--- src/rtl/qfr_pkg.sv ---
package qfr_pkg;
  typedef enum logic [2:0] {
    PH_IDLE, PH_CMD, PH_ADDR, PH_MODE, PH_LAT, PH_DATA
  } phase_e;

  localparam logic [1:0] KIND_QOUT     = 2'd0;
  localparam logic [1:0] KIND_QIO_KEEP = 2'd2;

  localparam logic [7:0] OPC_QOUT  = 8'h6B;
  localparam logic [7:0] OPC_QIO   = 8'hEB;
  localparam logic [7:0] MODE_KEEP = 8'hA0;
  localparam logic [7:0] MODE_EXIT = 8'hFF;
endpackage

--- src/rtl/qfr_tx.sv ---
module qfr_tx #(
  parameter int SH_W = 40
) (
  input  logic            clk_i,
  input  logic            rst_ni,
  input  logic            load_i,
  input  logic [SH_W-1:0] load_val_i,
  input  logic            shift_i,
  input  logic            drive_i,
  input  logic            quad_i,
  output logic [3:0]      io_o,
  output logic [3:0]      io_oe_o
);
  logic [SH_W-1:0] sh_q;

  always_ff @(posedge clk_i or negedge rst_ni) begin
    if (!rst_ni) sh_q <= '0;
    else if (load_i) sh_q <= load_val_i;
    else if (shift_i) sh_q <= quad_i ? {sh_q[SH_W-5:0], 4'h0} : {sh_q[SH_W-2:0], 1'b0};
  end

  always_comb begin
    io_o    = 4'h0;
    io_oe_o = 4'h0;
    if (drive_i) begin
      if (quad_i) begin
        io_o    = sh_q[SH_W-1 -: 4];
        io_oe_o = 4'hF;
      end else begin
        io_o    = {3'b000, sh_q[SH_W-1]};
        io_oe_o = 4'h1;
      end
    end
  end
endmodule

--- src/rtl/qfr_rx.sv ---
module qfr_rx (
  input  logic       clk_i,
  input  logic       rst_ni,
  input  logic       start_i,
  input  logic       sample_i,
  input  logic [3:0] io_i,
  output logic [7:0] byte_o,
  output logic       valid_o,
  output logic       done_o
);
  logic [3:0] hi_q;
  logic       lo_q;

  assign done_o = sample_i & lo_q;

  always_ff @(posedge clk_i or negedge rst_ni) begin
    if (!rst_ni) begin
      hi_q    <= '0;
      lo_q    <= 1'b0;
      byte_o  <= '0;
      valid_o <= 1'b0;
    end else begin
      valid_o <= 1'b0;
      if (start_i) lo_q <= 1'b0;
      else if (sample_i) begin
        if (!lo_q) begin
          hi_q <= io_i;
          lo_q <= 1'b1;
        end else begin
          byte_o  <= {hi_q, io_i};
          valid_o <= 1'b1;
          lo_q    <= 1'b0;
        end
      end
    end
  end
endmodule

--- src/rtl/qfr_ctrl.sv ---
module qfr_ctrl
  import qfr_pkg::*;
#(
  parameter int ADDR_W = 24,
  parameter int LEN_W  = 8,
  parameter int LAT_W  = 4
) (
  input  logic              clk_i,
  input  logic              rst_ni,
  input  logic              req_valid_i,
  output logic              req_ready_o,
  input  logic [1:0]        req_kind_i,
  input  logic [ADDR_W-1:0] req_addr_i,
  input  logic [LEN_W-1:0]  req_len_i,
  input  logic [LAT_W-1:0]  latency_i,
  output logic              cs_no,
  output logic              sclk_o,
  output logic [3:0]        io_o,
  output logic [3:0]        io_oe_o,
  input  logic [3:0]        io_i,
  output logic [7:0]        rd_data_o,
  output logic              rd_valid_o,
  output logic              implied_o
);
  localparam int SH_W  = ADDR_W + 16;
  localparam int NIB_N = ADDR_W / 4;
  localparam int CNT_W = $clog2(ADDR_W);

  phase_e             ph_q, lat_ph;
  logic [CNT_W-1:0]   cnt_q, lat_cnt;
  logic               quad_q, last_q, implied_q, sclk_q, cs_nq;
  logic [LAT_W-1:0]   lat_q;
  logic [LEN_W-1:0]   left_q;
  logic               accept, quad_path, rx_done;
  logic [7:0]         opc, mode;
  logic [SH_W-1:0]    load_val;
  logic               hdr_ph;

  assign accept    = (ph_q == PH_IDLE) && req_valid_i;
  assign quad_path = (req_kind_i != KIND_QOUT) || implied_q;
  assign opc       = quad_path ? OPC_QIO : OPC_QOUT;
  assign mode      = (req_kind_i == KIND_QIO_KEEP) ? MODE_KEEP : MODE_EXIT;
  assign load_val  = implied_q ? {req_addr_i, mode, 8'h00} : {opc, req_addr_i, mode};
  assign hdr_ph    = (ph_q == PH_CMD) || (ph_q == PH_ADDR) || (ph_q == PH_MODE);
  assign lat_ph    = (lat_q == '0) ? PH_DATA : PH_LAT;
  assign lat_cnt   = CNT_W'(lat_q - LAT_W'(1));

  always_ff @(posedge clk_i or negedge rst_ni) begin
    if (!rst_ni) begin
      ph_q      <= PH_IDLE;
      cnt_q     <= '0;
      quad_q    <= 1'b0;
      lat_q     <= '0;
      left_q    <= '0;
      last_q    <= 1'b0;
      implied_q <= 1'b0;
      sclk_q    <= 1'b0;
      cs_nq     <= 1'b1;
    end else if (ph_q == PH_IDLE) begin
      if (req_valid_i) begin
        cs_nq     <= 1'b0;
        quad_q    <= quad_path;
        lat_q     <= latency_i;
        left_q    <= req_len_i;
        last_q    <= 1'b0;
        implied_q <= quad_path && (req_kind_i == KIND_QIO_KEEP);
        if (implied_q) begin
          ph_q  <= PH_ADDR;
          cnt_q <= CNT_W'(NIB_N - 1);
        end else begin
          ph_q  <= PH_CMD;
          cnt_q <= CNT_W'(7);
        end
      end
    end else if (!sclk_q) begin
      sclk_q <= 1'b1;
      if (rx_done) begin
        if (left_q == '0) last_q <= 1'b1;
        else left_q <= left_q - 1'b1;
      end
    end else begin
      sclk_q <= 1'b0;
      unique case (ph_q)
        PH_CMD:
          if (cnt_q == '0) begin
            ph_q  <= PH_ADDR;
            cnt_q <= quad_q ? CNT_W'(NIB_N - 1) : CNT_W'(ADDR_W - 1);
          end else cnt_q <= cnt_q - 1'b1;
        PH_ADDR:
          if (cnt_q == '0) begin
            if (quad_q) begin
              ph_q  <= PH_MODE;
              cnt_q <= CNT_W'(1);
            end else begin
              ph_q  <= lat_ph;
              cnt_q <= lat_cnt;
            end
          end else cnt_q <= cnt_q - 1'b1;
        PH_MODE:
          if (cnt_q == '0) begin
            ph_q  <= lat_ph;
            cnt_q <= lat_cnt;
          end else cnt_q <= cnt_q - 1'b1;
        PH_LAT:
          if (cnt_q == '0) ph_q <= PH_DATA;
          else cnt_q <= cnt_q - 1'b1;
        PH_DATA:
          if (last_q) begin
            ph_q  <= PH_IDLE;
            cs_nq <= 1'b1;
          end
        default: ph_q <= PH_IDLE;
      endcase
    end
  end

  qfr_tx #(.SH_W(SH_W)) u_tx (
    .clk_i      (clk_i),
    .rst_ni     (rst_ni),
    .load_i     (accept),
    .load_val_i (load_val),
    .shift_i    (sclk_q && hdr_ph),
    .drive_i    (hdr_ph),
    .quad_i     ((ph_q == PH_MODE) || ((ph_q == PH_ADDR) && quad_q)),
    .io_o       (io_o),
    .io_oe_o    (io_oe_o)
  );

  qfr_rx u_rx (
    .clk_i    (clk_i),
    .rst_ni   (rst_ni),
    .start_i  (accept),
    .sample_i (!sclk_q && (ph_q == PH_DATA)),
    .io_i     (io_i),
    .byte_o   (rd_data_o),
    .valid_o  (rd_valid_o),
    .done_o   (rx_done)
  );

  assign req_ready_o = (ph_q == PH_IDLE);
  assign cs_no       = cs_nq;
  assign sclk_o      = sclk_q;
  assign implied_o   = implied_q;
endmodule

--- config.mk ---
export PLATFORM = sky130hd
export DESIGN_NAME = qfr_ctrl
export DESIGN_NICKNAME = d
export VERILOG_FILES = /design/src/rtl/qfr_pkg.sv /design/src/rtl/qfr_tx.sv /design/src/rtl/qfr_rx.sv /design/src/rtl/qfr_ctrl.sv
export SDC_FILE = /design/constraint.sdc
export NUM_CORES = 1
export LEC_CHECK = 0
export BUFFER_PORTS_ARGS = -buffer_cell sky130_fd_sc_hd__buf_2
export CAP_MARGIN = 20
export CORE_ASPECT_RATIO = 1.5
export CORE_UTILIZATION = 42
export DETAILED_ROUTE_END_ITERATION = 16
export PLACE_DENSITY = 0.65
export SLEW_MARGIN = 20
export SYNTH_ARGS = -nofsm -noshare
export SYNTH_HDL_FRONTEND = slang
export SYNTH_SLANG_ARGS = --single-unit
--- constraint.sdc ---
create_clock -name clk_i -period 2.87 [get_ports clk_i]
set_input_delay 0.287 -clock clk_i [delete_from_list [all_inputs] [get_ports clk_i]]
set_output_delay 0.287 -clock clk_i [all_outputs]
set_load 0.005 [all_outputs]
== Word level (Yosys, flattened, before mapping) ==
Index checks and enable logic that the tools add are counted.

* Output and inout port bits: 21
* Bits in registers: 79
* Word-level logic and storage cells: 120

* Mux-type cells: 54
* Reduce and logical (&&, ||, !) cells: 31
* Add/subtract/negate cells: 3
* Eq/ne operators: 15
* Bitwise operators: 3

{| class="wikitable"
|+ Operator list
! kind !! count
|-
| $mux W40 || 4
|-
| $mux W8 || 6
|-
| $mux W5 || 9
|-
| $mux W3 || 9
|-
| $pmux W5 S4 || 1
|-
| $mux W1 || 17
|-
| $mux W4 || 4
|-
| $reduce_and A4 Y1 || 4
|-
| $reduce_bool A2 Y1 || 8
|-
| $pmux W3 S5 || 1
|-
| $ne A3 B3 Y1 const B || 4
|-
| $logic_not A8 Y1 || 1
|-
| $sub A8 B1 Y8 const B || 1
|-
| $mux W7 || 1
|-
| $reduce_and A7 Y1 || 1
|-
| $eq A3 B2 Y1 const B || 2
|-
| $eq A3 B3 Y1 const B || 2
|-
| $ne A2 B2 Y1 const B || 3
|-
| $ne A3 B2 Y1 const B || 2
|-
| $reduce_and A3 Y1 || 2
|-
| $logic_and A1 B1 Y1 || 5
|-
| $logic_not A5 Y1 || 1
|-
| $reduce_bool A5 Y1 || 1
|-
| $sub A4 B1 Y5 const B || 1
|-
| other kinds (11) || 16
|}

== Longest topological paths before layout ==
* Depth after elaboration: 7
* Depth in mapped cells: 9
* Mapped depth without buffers: 7

== Modules after synthesis ==
From an unflattened synthesis, not the netlist that was laid out.

* Cell total of the unflattened synthesis: 503
* Area, all modules: 5,138.7 um^2

{| class="wikitable"
|+ Modules (own cells, without submodules)
! module !! cells an instance !! times used !! area each (um^2) !! seq. area each (um^2)
|-
| qfr_tx || 231 || 1 || 2,553.7 || 1,001.0
|-
| qfr_ctrl || 240 || 1 || 2,037.0 || 626.9
|-
| qfr_rx || 32 || 1 || 548.0 || 350.3
|}

== Worst setup path after synthesis ==
No wires, ideal clock.

* Path type: register -> register
* From: register cnt_q[0]
* To: register cnt_q[1]
* Setup time: 125 ps
* Path slack: 873 ps
* Cell stages (with the launch flop): 7
* Data required time: 2,745 ps
* Clock period less this slack: 1,997 ps
* Buffers on the path: 0
* Arrival time: 1,873 ps
* Cell sequence: dfrtp_1 inv_1 ha_1 nor4b_1 nor3_1 a21oi_1 mux2_2

* Longest elaborated chain between the ends: 5
* Elaborated cells between the ends (all ways): 11
* Classes of those cells: 1 x add/sub; 1 x eq/ne; 7 x mux; 2 x reduce/logical

{| class="wikitable"
|+ RTL lines
! what !! line !! RTL
|-
| start, declared || qfr_ctrl.sv:30 || <nowiki>logic [CNT_W-1:0] cnt_q, lat_cnt;</nowiki>
|-
| start signal, assigned || qfr_ctrl.sv:69 || <nowiki>cnt_q <= CNT_W'(NIB_N - 1);</nowiki>
|-
| start signal, assigned || qfr_ctrl.sv:87 || <nowiki>cnt_q <= quad_q ? CNT_W'(NIB_N - 1) : CNT_W'(ADDR_W - 1);</nowiki>
|-
| start signal, assigned || qfr_ctrl.sv:88 || <nowiki>end else cnt_q <= cnt_q - 1'b1;</nowiki>
|-
| $sub A5 B1 Y5 or $logic_not A5 Y1 (tied branches) || -- ||
|-
| $mux W5 (on tied branches) || -- ||
|-
| $pmux W5 S4 || qfr_ctrl.sv:83 || <nowiki>unique case (ph_q)</nowiki>
|-
| $mux W5 || qfr_ctrl.sv:75 || <nowiki>end else if (!sclk_q) begin</nowiki>
|-
| $mux W5 || qfr_ctrl.sv:59 || <nowiki>end else if (ph_q == PH_IDLE) begin</nowiki>
|}

Several ways; a longest one is shown, not always the timed one. The select of a mux whose other input is x is not followed.
A chain may end at the register's enable or synchronous reset.

== Final worst setup path ==
* From: register ph_q[2]
* To: output port io_o[2]

* Longest elaborated chain between the ends: 5
* Elaborated cells between the ends (all ways): 9
* Classes of those cells: 3 x eq/ne; 2 x mux; 4 x reduce/logical

{| class="wikitable"
|+ RTL lines
! what !! line !! RTL
|-
| start, declared || qfr_ctrl.sv:29 || <nowiki>phase_e ph_q, lat_ph;</nowiki>
|-
| start signal, assigned || qfr_ctrl.sv:95 || <nowiki>ph_q <= lat_ph;</nowiki>
|-
| start signal, assigned || qfr_ctrl.sv:101 || <nowiki>ph_q <= lat_ph;</nowiki>
|-
| $eq A3 B2 Y1 || qfr_ctrl.sv:44, qfr_ctrl.sv:124 ||
|-
| $logic_and A1 B1 Y1 || qfr_ctrl.sv:124 || <nowiki>.quad_i ((ph_q == PH_MODE) || ((ph_q == PH_ADDR) && quad_q)),</nowiki>
|-
| $logic_or A1 B1 Y1 || qfr_ctrl.sv:124 ||
|-
| $mux W4 || qfr_tx.sv:26 || <nowiki>if (quad_i) begin</nowiki>
|-
| $mux W4 (*) || qfr_tx.sv:25 || <nowiki>if (drive_i) begin</nowiki>
|-
| end, declared || qfr_ctrl.sv:18 || <nowiki>output logic [3:0] io_o,</nowiki>
|}

Every way passes the cells marked *; elsewhere a longest branch is shown, timed or not.

==> reports/results.txt <==
all-layer global routing usage: 21.96%
routed via count: 4205
GR Overflow Total: 0
Setup Viol. Count Final: 0
Nets: 636
fmax: 408.0 MHz
synthesized area: 4609 µm²
Setup WS pre-CTS: 0.6562 ns
Root Driver: clkbuf_16
Leakage: 2.503 nW
top cells by area, synth: dfrtp_1 42%, nand2_1 9.3%, a311oi_1 4.9%, a21o_1 4.4%, mux2_2 3.4%
Die X: 87.54 µm
Final Non-Filler Cells: 736
setup ws final: 0.4192 ns
final hold slack: 0.1520 ns
number of synthesized register bits: 79
number of global-route vias before repair: 4027
sequential area share after synthesis: 42.92%
top cell type's share of synthesized area: 42.35%
total power: 6.052 mW
H-Tree Depth: 3
VDD IR max: 0.5336 mV
DRC Markers: 0
CP arrival: 2.16 ns
Power Dens Cells: 1126 nW/µm²
Synth Instances: 535
Worst-path clk slew: 0.06 ns
Die Height: 130.3 µm
vias per inst: 5.713
prevailing post-synth register cell: dfrtp_1
final period utilization: 85.39%
GPL Wtd Cong: 0.8614
DRT Pass-1 Iters: 4
clock period minus worst slack: 2.451 ns
Initial DRC Count: 183
most frequent cells in the layout: 113 x nand2_1, 78 x dfrtp_1, 64 x buf_2
CTS tree: yes
CTS Sinks: 79
dpl hpwl: 8551 µm
Worst Skew: 0.004619 ns
status: finished clean
initial antenna violation count: 0
asr flop ratio synth: 100.0%
DR WL/cell: 16.17 µm
core area: 10650 µm²
Post-synth EDFFs: 0
clock insertion delay at the later pin of the skew report: 0.33 ns
design area: 5376 µm²
antenna-violating nets left: 0
largest net degree at the start of global routing: 69
# IOs: 66
leading area contributor after synthesis: dfrtp_1
Syn Nets: 584
Routed WL: 11900 µm
CP endpoint kind: output pin
utilization after layout: 50.49%
Tightest Pin Transition: 0.5513 ns
crit path max fanout: 41
CTS buffer count: 9
Synth Area per Inst: 8.616 µm²
num rows: 46
Hold Vio Cnt, Final: 0
crit start category: flip-flop
Slew Limit Fails: 0
share of cells above drive strength 1: 19.76%
post-route setup TNS: 0 ns
number of I/O port buffers: 65
initial core utilization: 43.29%
clock buffer depth: 2
first-pass GRT wire length: 19430 µm
slew margin rel.: 63.25%
Area Overhead vs Synth: 16.64%
CP Class: reg2out
Yosys Warn Count: 0
commonest non-fill, non-tap cell in the layout: nand2_1
die area: 11410 µm²
# diodes: 0
Placed Cells incl. Taps: 719
placed cell areas: 5074 µm²
MaxCap Viol Count: 0
hold crit path type: in2reg
data required time at the worst endpoint: 2.58 ns
RSZ-0062 raised after global routing: false
post-synth cell types: 59
-- timing repair --
action                    in CTS  in global routing
hold endpoints to repair      39                  0
buffers inserted               0                  0
hold buffers                   1                  0
gates resized for setup        0                  0
-- where the power goes --
| group | switching (mW) | leakage (nW) | internal (mW) |
|---|---|---|---|
| clock network | 0.445 | 0.141 | 0.703 |
| registers | 0.446 | 0.949 | 1.60 |
| logic | 1.63 | 1.41 | 1.24 |
-- routing by layer --
layer,track usage [%],part of all wire (%),vias to the layer above
li1,-,-,2019
met1,25.91,41,2024
met2,38.97,52,135
met3,3.542,4.6,27
met4,9.547,2.4,0
met5,0,0,-
-- registers in the layout, summed over array words and instances (netlist names), 3 cells and up --
signal       cells
ph_q             3
u_rx.byte_o      8
cnt_q            5
u_rx.hi_q        4
left_q           8
lat_q            4
u_tx.sh_q       40
-- kinds of logic (layout without fill, tap and decap cells) --
logic type	count (synthesis)	count (layout)	synth area share, %
and+or+nand+nor	228	228	23.05
buffers and inverters	58	115	5.429
DFF	79	79	42.92
muxes	16	16	3.882
AOI/OAI and AO/OA	146	146	22.88
xor gates and xnor gates	4	4	0.7602
adders and majority gates	4	4	1.086
-- path summary, 6_finish.rpt --
check,startpoint,slack (ns),cells past startpoint,end
worst max-delay path,ph_q[2]$_DFFE_PN0P_,0.42,7,io_o[2]
worst min-delay path,latency_i[2],0.15,3,lat_q[2]$_DFFE_PN0P_
worst max register to register,ph_q[2]$_DFFE_PN0P_,0.62,8,u_tx.sh_q[15]$_DFFE_PN0P_
worst min register to register,u_rx.byte_o[0]$_DFFE_PN0P_,0.46,2,u_rx.byte_o[0]$_DFFE_PN0P_
max in group asynchronous,rst_ni,1.64,3,cs_no$_DFFE_PN1P_
min in group asynchronous,rst_ni,0.48,2,cnt_q[0]$_DFFE_PN0P_
-- cells in the mapped netlist, drive strengths merged (2+ instances only) --
master / n
a21oi: 15
nor3b: 8
and2: 5
a21o: 27
nor2: 42
dfrtp: 78
a211oi: 18
o211ai: 8
clkbuf: 25
a22oi: 2
buf: 18
o22a: 2
or3: 3
a311oi: 26
nor3: 11
nor4: 3
o311ai: 2
inv: 14
mux2: 15
nand2b: 3
nor2b: 18
xor2: 3
nand2: 114
nand3: 12
nor4b: 3
o21ai: 21
a22o: 2
a31oi: 9
o22ai: 2
ha: 4
-- area by class of cell --
class,count,area [µm²]
Clock inverter,2,38.79
Sequential cell,79,1978
Multi-Input combinational cell,398,2384
Fill cell,1025,5271
Inverter,15,56.30
Clock buffer,14,254.0
Timing Repair Buffer,84,485.5
Tap cell,144,180.2
-- critical path: stages, from the launching register on --
cell	delay (ns)
dfrtp_1	0.44
buf_4	0.20
and2b_1	0.32
o21ai_2	0.11
inv_1	0.06
buf_4	0.38
and2_1	0.19
buf_2	0.11
Power figures use the tool's default switching activity.
